## src/rtl/split64_pkg.sv

```systemverilog
package split64_pkg;
  localparam int WORD_W  = 32;
  localparam int SWR_BIT = 31;

  typedef logic [WORD_W-1:0]   word_t;
  typedef logic [2*WORD_W-1:0] dword_t;

  typedef struct packed {
    logic hit;
    logic wr_upper;
    logic wr_lower;
    logic rd_upper;
    logic rd_lower;
  } acc_t;
endpackage

```

## src/rtl/split64_decode.sv

```systemverilog
module split64_decode #(
  parameter int ADDR_W   = 8,
  parameter int NUM_REGS = 4
) (
  input  logic [ADDR_W-1:0]  addr,
  input  logic               we,
  input  logic               re,
  output logic [ADDR_W-4:0]  idx,
  output split64_pkg::acc_t  acc
);
  localparam int IDX_W = ADDR_W - 3;
  localparam logic [IDX_W-1:0] LAST_IDX = IDX_W'(NUM_REGS - 1);

  logic [1:0] unused_byte_lanes;
  logic       upper;
  logic       hit;

  assign unused_byte_lanes = addr[1:0];

  always_comb begin
    idx          = addr[ADDR_W-1:3];
    upper        = !addr[2];
    hit          = (idx <= LAST_IDX);
    acc.hit      = hit;
    acc.wr_upper = we && hit && upper;
    acc.wr_lower = we && hit && !upper;
    acc.rd_upper = re && hit && upper;
    acc.rd_lower = re && hit && !upper;
  end
endmodule

```

## src/rtl/split64_half_store.sv

```systemverilog
module split64_half_store #(
  parameter int W = 32
) (
  input  logic         clk,
  input  logic         rst,
  input  logic         stage_we,
  input  logic [W-1:0] stage_din,
  input  logic         snap_we,
  input  logic [W-1:0] snap_din,
  output logic [W-1:0] stage_q,
  output logic [W-1:0] snap_q
);
  always_ff @(posedge clk) begin
    if (rst) begin
      stage_q <= '0;
      snap_q  <= '0;
    end else begin
      if (stage_we) stage_q <= stage_din;
      if (snap_we)  snap_q  <= snap_din;
    end
  end
endmodule

```

## src/rtl/split64_ctrl_reg.sv

```systemverilog
module split64_ctrl_reg (
  input  logic                 clk,
  input  logic                 rst,
  input  logic                 commit,
  input  split64_pkg::dword_t  commit_val,
  output split64_pkg::dword_t  value,
  output logic                 swr_pulse
);
  import split64_pkg::*;

  dword_t masked;

  always_comb begin
    masked          = commit_val;
    masked[SWR_BIT] = 1'b0;
  end

  always_ff @(posedge clk) begin
    if (rst) begin
      value     <= '0;
      swr_pulse <= 1'b0;
    end else begin
      swr_pulse <= commit && commit_val[SWR_BIT];
      if (commit) value <= masked;
    end
  end
endmodule

```

## src/rtl/split64_event_cnt.sv

```systemverilog
module split64_event_cnt #(
  parameter int INC_W = 8
) (
  input  logic                 clk,
  input  logic                 rst,
  input  logic [INC_W-1:0]     inc,
  input  logic                 preset,
  input  split64_pkg::dword_t  preset_val,
  output split64_pkg::dword_t  count
);
  always_ff @(posedge clk) begin
    if (rst)         count <= '0;
    else if (preset) count <= preset_val;
    else             count <= count + 64'(inc);
  end
endmodule

```

## src/rtl/split64_regbank.sv

```systemverilog
module split64_regbank #(
  parameter int ADDR_W  = 8,
  parameter int NUM_CNT = 3,
  parameter int INC_W   = 8
) (
  input  logic                     clk,
  input  logic                     rst,
  input  logic [ADDR_W-1:0]        bus_addr,
  input  logic [31:0]              bus_wdata,
  input  logic                     bus_we,
  input  logic                     bus_re,
  output logic [31:0]              bus_rdata,
  input  logic [NUM_CNT*INC_W-1:0] cnt_inc,
  output logic [63:0]              ctrl_value,
  output logic                     soft_rst_pulse
);
  import split64_pkg::*;

  localparam int NUM_REGS = NUM_CNT + 1;
  localparam int IDX_W    = ADDR_W - 3;

  logic [IDX_W-1:0]    acc_idx;
  acc_t                acc;
  word_t               stage_q    [NUM_REGS];
  word_t               snap_q     [NUM_REGS];
  dword_t              reg_val    [NUM_REGS];
  dword_t              commit_val [NUM_REGS];
  logic [NUM_REGS-1:0] commit;
  word_t               sel_upper;
  word_t               sel_snap;

  split64_decode #(.ADDR_W(ADDR_W), .NUM_REGS(NUM_REGS)) u_dec (
    .addr (bus_addr),
    .we   (bus_we),
    .re   (bus_re),
    .idx  (acc_idx),
    .acc  (acc)
  );

  for (genvar k = 0; k < NUM_REGS; k++) begin : g_reg
    logic hit_k;
    assign hit_k = (acc_idx == IDX_W'(k));

    split64_half_store #(.W(WORD_W)) u_store (
      .clk       (clk),
      .rst       (rst),
      .stage_we  (acc.wr_upper && hit_k),
      .stage_din (bus_wdata),
      .snap_we   (acc.rd_upper && hit_k),
      .snap_din  (reg_val[k][31:0]),
      .stage_q   (stage_q[k]),
      .snap_q    (snap_q[k])
    );

    assign commit[k]     = acc.wr_lower && hit_k;
    assign commit_val[k] = {stage_q[k], bus_wdata};
  end

  split64_ctrl_reg u_ctrl (
    .clk        (clk),
    .rst        (rst),
    .commit     (commit[0]),
    .commit_val (commit_val[0]),
    .value      (reg_val[0]),
    .swr_pulse  (soft_rst_pulse)
  );

  for (genvar c = 0; c < NUM_CNT; c++) begin : g_cnt
    split64_event_cnt #(.INC_W(INC_W)) u_cnt (
      .clk        (clk),
      .rst        (rst),
      .inc        (cnt_inc[c*INC_W +: INC_W]),
      .preset     (commit[c+1]),
      .preset_val (commit_val[c+1]),
      .count      (reg_val[c+1])
    );
  end

  always_comb begin
    sel_upper = '0;
    sel_snap  = '0;
    for (int k = 0; k < NUM_REGS; k++) begin
      if (acc_idx == IDX_W'(k)) begin
        sel_upper = reg_val[k][63:32];
        sel_snap  = snap_q[k];
      end
    end
  end

  always_ff @(posedge clk) begin
    if (rst) begin
      bus_rdata <= '0;
    end else if (bus_re) begin
      if (!acc.hit)         bus_rdata <= '0;
      else if (acc.rd_upper) bus_rdata <= sel_upper;
      else                  bus_rdata <= sel_snap;
    end
  end

  assign ctrl_value = reg_val[0];
endmodule

```

## config.mk

```make
export PLATFORM = sky130hd
export DESIGN_NAME = split64_regbank
export DESIGN_NICKNAME = d
export VERILOG_FILES = /design/src/rtl/split64_pkg.sv /design/src/rtl/split64_decode.sv /design/src/rtl/split64_half_store.sv /design/src/rtl/split64_ctrl_reg.sv /design/src/rtl/split64_event_cnt.sv /design/src/rtl/split64_regbank.sv
export SDC_FILE = /design/constraint.sdc
export NUM_CORES = 1
export LEC_CHECK = 0
export ABC_CLOCK_PERIOD_IN_PS = 4700
export BUFFER_PORTS_ARGS = -buffer_cell sky130_fd_sc_hd__clkbuf_2
export CELL_PAD_IN_SITES_DETAIL_PLACEMENT = 0
export CELL_PAD_IN_SITES_GLOBAL_PLACEMENT = 1
export CORE_MARGIN = 10
export CORE_UTILIZATION = 45
export CTS_CLUSTER_SIZE = 40
export DETAILED_ROUTE_END_ITERATION = 8
export PLACE_DENSITY_LB_ADDON = 0.1
export RECOVER_POWER = 50
export SYNTH_ARGS = -nofsm -noshare
export SYNTH_HDL_FRONTEND = slang
export SYNTH_SLANG_ARGS = --single-unit
```

## constraint.sdc

```tcl
create_clock -name clk -period 4.7 [get_ports clk]
set_input_delay 1.41 -clock clk [delete_from_list [all_inputs] [get_ports clk]]
set_output_delay 1.41 -clock clk [all_outputs]
set_load 0.01 [all_outputs]
```

==> reports/qor.yml, run 1 <==
drtIter0Drc: 2195
viasPerCell: 5.883
period_needed_ps: 4074
syn_nets: 3270
cts_tree: "yes"
critPathMaxFanout: 30
io_pins: 165
antenna_left: 0
die_y_um: 255.6
worstSetupEndpointType: "flop"
required_ps: 5230
cpLargestDelayFamily: "buffers and inverters"
synth-seq-cells: 543
finalSetupViolCount: 0
maxSlewHeadroom: -0.3268
mappedNetlistArea_sq_um: 24980
outcome: "complete, but fails checks"
wirelength_um: 97430
grt_max_degree: 133
violations: "capacitance limit, slew limit"
clockBufferDepth: 3
skew_ps: 14.52
syn2layout_area_growth_pct: 12.37
cts_setup_buffers: 0
async_flop_share: 0
route.vias.total: 23510
critical-path-slowest-cell: "clkbuf_1"
synthSimpleGateAreaFrac: 0.2172
tns_ps: 0
synthCells: 3175
path_class: "input pin to flop"
start_util: 0.4544
cts.sinks: 543
root_buffer: "clkbuf_16"
worst-path-buf-inv: 3
first_pass_iters: 6
startpoint_type: "input pin"
die_area_sq_um: 65340
multi_input_area_sq_um: 13060
fillers: 5444
slowest_delay_ps: 1220
synthDistinctLibCells: 63
rows: 86
powerDensity_nw_per_um2: 374.8
drc: 0
hold_viol_final: 0
synth_xor_area_frac: 0.05223
rsz0062_at_grt: "no"
clk_pin_slew_ps: 60
cp.arrival_ps: 4610
cts_hold_buffers: 0
ys_seq_area_frac: 0.4351
clock.fmax_mhz: 245.5
grt_pass1_vias: 21490
worstMarginPinSlew_ps: 1990
die_w_um: 255.6
synth_top_family_by_area: "simple AND/OR/NAND/NOR gates"
final_core_util: 0.5106
total_power_uw: 10520
fin_nets: 3302
cts_inserted_buffers: 59
fin_crit_sh: 0.8668
irDropWorstVdd_v: 0.0002962
synth_compound_area_frac: 0.1977
p_leak_uw: 0.009196
final_max_slew_viol_count: 195
routedWlPerCell_um: 24.38
grt_antenna_before_repair: 2
coreArea_sq_um: 54990
gp_congestion: 0.9342
cts_resized: 0
crit_path_frequent_cell: "clkbuf_1"
synth_fa_ha_area_frac: 0.01442
drive_gt1_frac: 0.07174
portBuffers: 161
grt-ovfl-total: 0
grt_pass1_wl_um: 142300
path_cells: "clkbuf_1 > inv_1 > nor3_2 > clkbuf_1 > a221o_1 > a31oi_1 > o21ai_0"
syn_avg_cell_area_sq_um: 7.869
yosys_warnings: 0
cap_violations: 6
hp-class: "flop to flop"
synth-edff-count: 0
seqCellArea_sq_um: 10870
dp_hpwl_um: 66220
clock_latency_ps: 630
whs_ps: 450.7
grtUsageTotal: 0.2834
synth_mux_area_frac: 0.03811
htree_levels: 2
synth_flop_cell: "dfxtp_1"
insertedDiodeCount: 0
==> stage by stage <==
step | setup WS, ps | instance area [sq um] | std cells
after floorplan | 857.7 | 24980 | 3175
after CTS | 1282 | 28240 | 3996
after global placement | 669.1 | 26330 | 3894
final | 626.1 | 28070 | 3996
after global routing | 572.8 | 28070 | 3996
after detailed placement | 617.0 | 26330 | 3894
==> worst reg2reg max path, delay by kind of cell, from the launching register on <==
kind / cells / cell delay (ps)
simple gates: 4 / 2320
flops: 1 / 440
compound gates: 1 / 230
xor+xnor: 1 / 120
==> registers in the layout, indices dropped and copies added, names as in the netlist <==
name and count:
g.u_store.stage_q 128, u_ctrl.swr_pulse 1, g_cnt.u_cnt.count 192, bus_rdata 32, g.u_store.snap_q 127, u_ctrl.value 63
==> cell families after synthesis <==
family / Yosys count
AO/OA/AOI/OAI: 807
XOR/XNOR: 149
adder cells (fa/ha/maj): 27
buffers and inverters: 286
flip-flops: 543
multiplexers: 95
other: 1
AND/OR/NAND/NOR: 1267
==> cell type report <==
| type | instances | share of cell area |
|---|---|---|
| Multi-Input combinational cell | 2346 | 0.4651 |
| Timing Repair Buffer | 226 | 0.04221 |
| Tap cell | 748 | 0.03334 |
| Clock buffer | 92 | 0.06351 |
| Clock inverter | 10 | 0.004457 |
| Inverter | 31 | 0.004145 |
| Sequential cell | 543 | 0.3872 |
==> synthesized netlist by cell type, drive strengths merged (31+ instances only) <==
cell type | instances | area (sq um)
mux2i | 94 | 940.9
xnor2 | 110 | 963.4
a31oi | 34 | 212.7
clkbuf | 244 | 953.4
nand3 | 58 | 295.3
a311oi | 33 | 289.0
a211oi | 143 | 1074
o21ai | 107 | 535.5
nand2 | 774 | 2905
or3 | 32 | 200.2
nor3 | 53 | 270.3
a21oi | 366 | 1832
nor4 | 36 | 231.5
xor2 | 39 | 341.6
nor2 | 206 | 773.2
inv | 31 | 116.4
nand4 | 38 | 237.7
o22ai | 32 | 200.2
dfxtp | 543 | 10870
==> power by group <==
part / total (uW) / internal [uW] / switching, uW
clock network: 4670 / 2740 / 1930
registers: 4780 / 4700 / 82.2
logic: 1070 / 382 / 688
==> placed cells by master (no fill, tap or decap), drive strengths merged, types with 3 or more instances in the layout <==
cell type	netlist	layout
a31oi	34	34
buf	11	56
ha	24	24
xnor2	110	110
o21a	4	4
a211oi	143	143
a21oi	366	366
o31ai	9	9
o211ai	10	10
nand2b	6	6
clkinv	0	7
nor3	53	53
o2111ai	14	14
mux2i	94	94
xor2	39	39
nor3b	4	4
bufinv	0	3
and3	16	16
clkbuf	244	262
or2	5	5
nand2	774	774
o22ai	32	32
fa	3	3
dfxtp	543	543
or3	32	32
a311oi	33	33
and2	9	9
or4	9	9
a22o	3	3
nor4	36	36
a221o	28	28
and4	14	14
nor2	206	206
a21o	11	11
nand3	58	58
o21ai	107	107
nand4	38	38
inv	31	31
==> per-layer routing <==
layer | part of all wire | vias up | track usage
met5 | 0.00028 | - | 0
met4 | 0.036 | 4 | 0.1063
met3 | 0.076 | 155 | 0.04908
met2 | 0.46 | 889 | 0.4513
met1 | 0.43 | 11310 | 0.3781
li1 | - | 11150 | -
==> final timing paths <==
check	startpoint	endpoint	slack (ps)	cells after the start
worst max-delay path	bus_addr[3]	bus_rdata[30]$_SDFFE_PP0P_	630	7
worst min-delay path	g_reg[0].u_store.snap_q[1]$_SDFFE_PP0P_	g_reg[0].u_store.snap_q[1]$_SDFFE_PP0P_	450	2
worst min register to register	g_reg[0].u_store.snap_q[1]$_SDFFE_PP0P_	g_reg[0].u_store.snap_q[1]$_SDFFE_PP0P_	450	2
worst max register to register	g_cnt[1].u_cnt.count[10]$_SDFF_PP0_	g_cnt[1].u_cnt.count[57]$_SDFF_PP0_	1510	6
(Power assumes the default switching activity.)
==> run 2: changes to the inputs <==
--- a/config.mk
+++ b/config.mk
@@ -5,11 +5,11 @@
 export SDC_FILE = /design/constraint.sdc
 export NUM_CORES = 1
 export LEC_CHECK = 0
-export ABC_CLOCK_PERIOD_IN_PS = 4700
+export ABC_CLOCK_PERIOD_IN_PS = 4300
 export BUFFER_PORTS_ARGS = -buffer_cell sky130_fd_sc_hd__clkbuf_2
 export CELL_PAD_IN_SITES_DETAIL_PLACEMENT = 0
 export CELL_PAD_IN_SITES_GLOBAL_PLACEMENT = 1
-export CORE_MARGIN = 10
+export CORE_MARGIN = 2
 export CORE_UTILIZATION = 45
 export CTS_CLUSTER_SIZE = 40
 export DETAILED_ROUTE_END_ITERATION = 8
==> constraint.sdc (replaced) <==
create_clock -name clk -period 4.3 [get_ports clk]
set_input_delay 1.29 -clock clk [delete_from_list [all_inputs] [get_ports clk]]
set_output_delay 1.29 -clock clk [all_outputs]
set_load 0.01 [all_outputs]
==> run 2 against run 1 <==
  * The run now ends clean
  * Count of clock-buffer cells in the layout stayed put
  * Non-clock buffer count up 12
  * Register-to-register slack got worse by 390 ps
  * Sequential share of layout area is 0.26 points lower
  * Largest cell class unchanged
  * Power rose by 11%
==> reports/qor.yml, run 2 (synthesized netlist as in run 1, its figures left out) <==
start_util: 0.4544  # unchanged
clockBufferDepth: 3  # unchanged
hold_viol_final: 0  # unchanged
rows: 86  # unchanged
required_ps: 4780  # -450 ps
irDropWorstVdd_v: 0.0003488  # +18%
p_int_uw: 8713  # +11%
final_cell_area_sq_um: 28260  # +0.66%
path_class: "input pin to flop"
swShare: 0.2561  # -0.0008386
skew_ps: 32.92  # +18.40 ps
htree_levels: 2  # unchanged
dp_hpwl_um: 65400  # -1.2%
grtUsageTotal: 0.3303  # +0.04689
comb_power_share: 0.102  # about the same
powerDensity_nw_per_um2: 414.5  # +11%
die_area_sq_um: 57420  # -12%
first_pass_iters: 7  # +1
grt_max_degree: 98  # -26%
place_area_sq_um: 26470  # +0.53%
cts_resized: 0  # unchanged
p_leak_uw: 0.009280  # +0.92%
antenna_left: 0  # unchanged
power.share.clock: 0.452  # +0.008
routedWlPerCell_um: 24.08  # -1.2%
grt_pass1_vias: 21690  # +0.94%
syn2layout_area_growth_pct: 13.12
wirelength_um: 96640  # -0.80%
clock.fmax_mhz: 271.0
fin_nets: 3314  # +0.36%
rsz0062_at_grt: "no"
grt_pass1_wl_um: 141200  # -0.81%
cts_setup_buffers: 0  # unchanged
critPathMaxFanout: 54  # +80%
worstMarginPinSlew_ps: 1445  # -545.3 ps
die_w_um: 239.6  # -6.3%
die_y_um: 239.6  # -6.3%
outcome: "finished, final reports clean"
clock_latency_ps: 640  # about the same
final_max_slew_viol_count: 0  # -100%
finalSetupViolCount: 0  # unchanged
cp.arrival_ps: 4170  # -440 ps
cts_inserted_buffers: 59  # unchanged
setup_ws_ps: 609.8  # -16.32 ps
cap_violations: 0  # -6
grt_antenna_before_repair: 0  # -2
gp_congestion: 0.9625  # +3.0%
maxSlewHeadroom: 0.03671  # +0.3635
reg_top3: "g_cnt.u_cnt.count (192), g.u_store.stage_q (128), g.u_store.snap_q (127)"
worstSetupEndpointType: "flop"
viasPerCell: 5.886  # about the same
portBuffers: 161  # unchanged
route.vias.total: 23620  # +0.47%
coreArea_sq_um: 54990  # unchanged
drive_gt1_frac: 0.07629  # +0.004550
root_buffer: "clkbuf_16"
cts.sinks: 543  # unchanged
pre_cts_slack_ps: 341.9  # -275.1 ps
total_power_uw: 11710  # +11%
grt-ovfl-total: 0  # unchanged
io_pins: 165  # unchanged
switchingPower_uw: 3000  # +11%
layout_commonest_cell: "nand2_1"
period_needed_ps: 3690
tns_ps: 0  # unchanged
hp-class: "flop to flop"
largest_reg_flops: 192  # unchanged
cts_hold_buffers: 0  # unchanged
drc: 0  # unchanged
startpoint_type: "input pin"
fin_crit_sh: 0.8582
fillers: 5420  # -0.44%
pwr-share-seq: 0.446  # -0.009
final_cell_mix: "nand2_1 (772), dfxtp_1 (543), a21oi_1 (366), nor2_1 (199), a211oi_1 (143)"
drtIter0Drc: 2425  # +10%
clk_pin_slew_ps: 60  # about the same
final_core_util: 0.5140  # +0.003391
cts_tree: "yes"
regMostFlops: "g_cnt.u_cnt.count"
-- run 2: cell count changes in the layout (fill, tap and decap cells not counted), moves of 2 or more --
cell       delta
bufinv_16     +2
buf_12        +2
clkbuf_8      +4
nand2_4       -2
nor3_1        +2
clkbuf_2      +5
clkbuf_1      -4
buf_4         +5
nor3_2        -2
-- run 2: area by class of cell --
class,count,area [sq um],area share
Clock buffer,92,1802,0.06375
Inverter,31,116.4,0.004117
Tap cell,748,935.9,0.03312
Timing Repair Buffer,238,1291,0.04569
Clock inverter,14,212.7,0.007526
Antenna cell,1,2.502,0.00008855
Multi-Input combinational cell,2346,13030,0.4611
Sequential cell,543,10870,0.3846
-- run 2: routing by layer --
layer  GRT usage  up-vias  wire, um
li1            -    11190         -
met1      0.4399    11330     41810
met2      0.5142      930     42630
met3     0.06811      174      7509
met4      0.1491        0      4688
met5           0        -         0
-- run 2: worst paths after layout --
path | start | end | slack [ps] | cells past startpoint
min reg2reg | g_reg[0].u_store.stage_q[26]$_SDFFE_PP0P_ | u_ctrl.value[58]$_SDFFE_PP0P_ | 450 | 2
max reg2reg | g_cnt[1].u_cnt.count[11]$_SDFF_PP0_ | g_cnt[1].u_cnt.count[57]$_SDFF_PP0_ | 1120 | 6
min | g_reg[0].u_store.stage_q[26]$_SDFFE_PP0P_ | u_ctrl.value[58]$_SDFFE_PP0P_ | 450 | 2
max | bus_addr[7] | g_cnt[1].u_cnt.count[51]$_SDFF_PP0_ | 610 | 8
-- run 2: power by group through the flow --
stage	clock, uW	sequential [uW]	combinational, uW
2_1_floorplan	0	5300	822
3_3_place_gp	0	5340	1150
3_5_place_dp	0	5340	1170
4_1_cts	5350	5230	1180
5_1_grt	5570	5240	1290
6_report	5290	5230	1190
-- run 2: critical path: stages --
cell	delay, ps
clkbuf_2	90
or3_1	680
nor2_1	190
clkbuf_1	290
nand2_2	730
clkbuf_2	560
nor2_1	240
a211oi_1	70
-- run 2: through the flow --
| stage | instances | hold slack [ps] |
|---|---|---|
| 2_1_floorplan | 3175 | 424.9 |
| 4_1_cts | 4012 | 448.2 |
| 3_5_place_dp | 3906 | 444.6 |
| 5_1_grt | 4012 | 468.9 |
| 6_report | 4013 | 446.2 |
| 3_3_place_gp | 3906 | 436.5 |
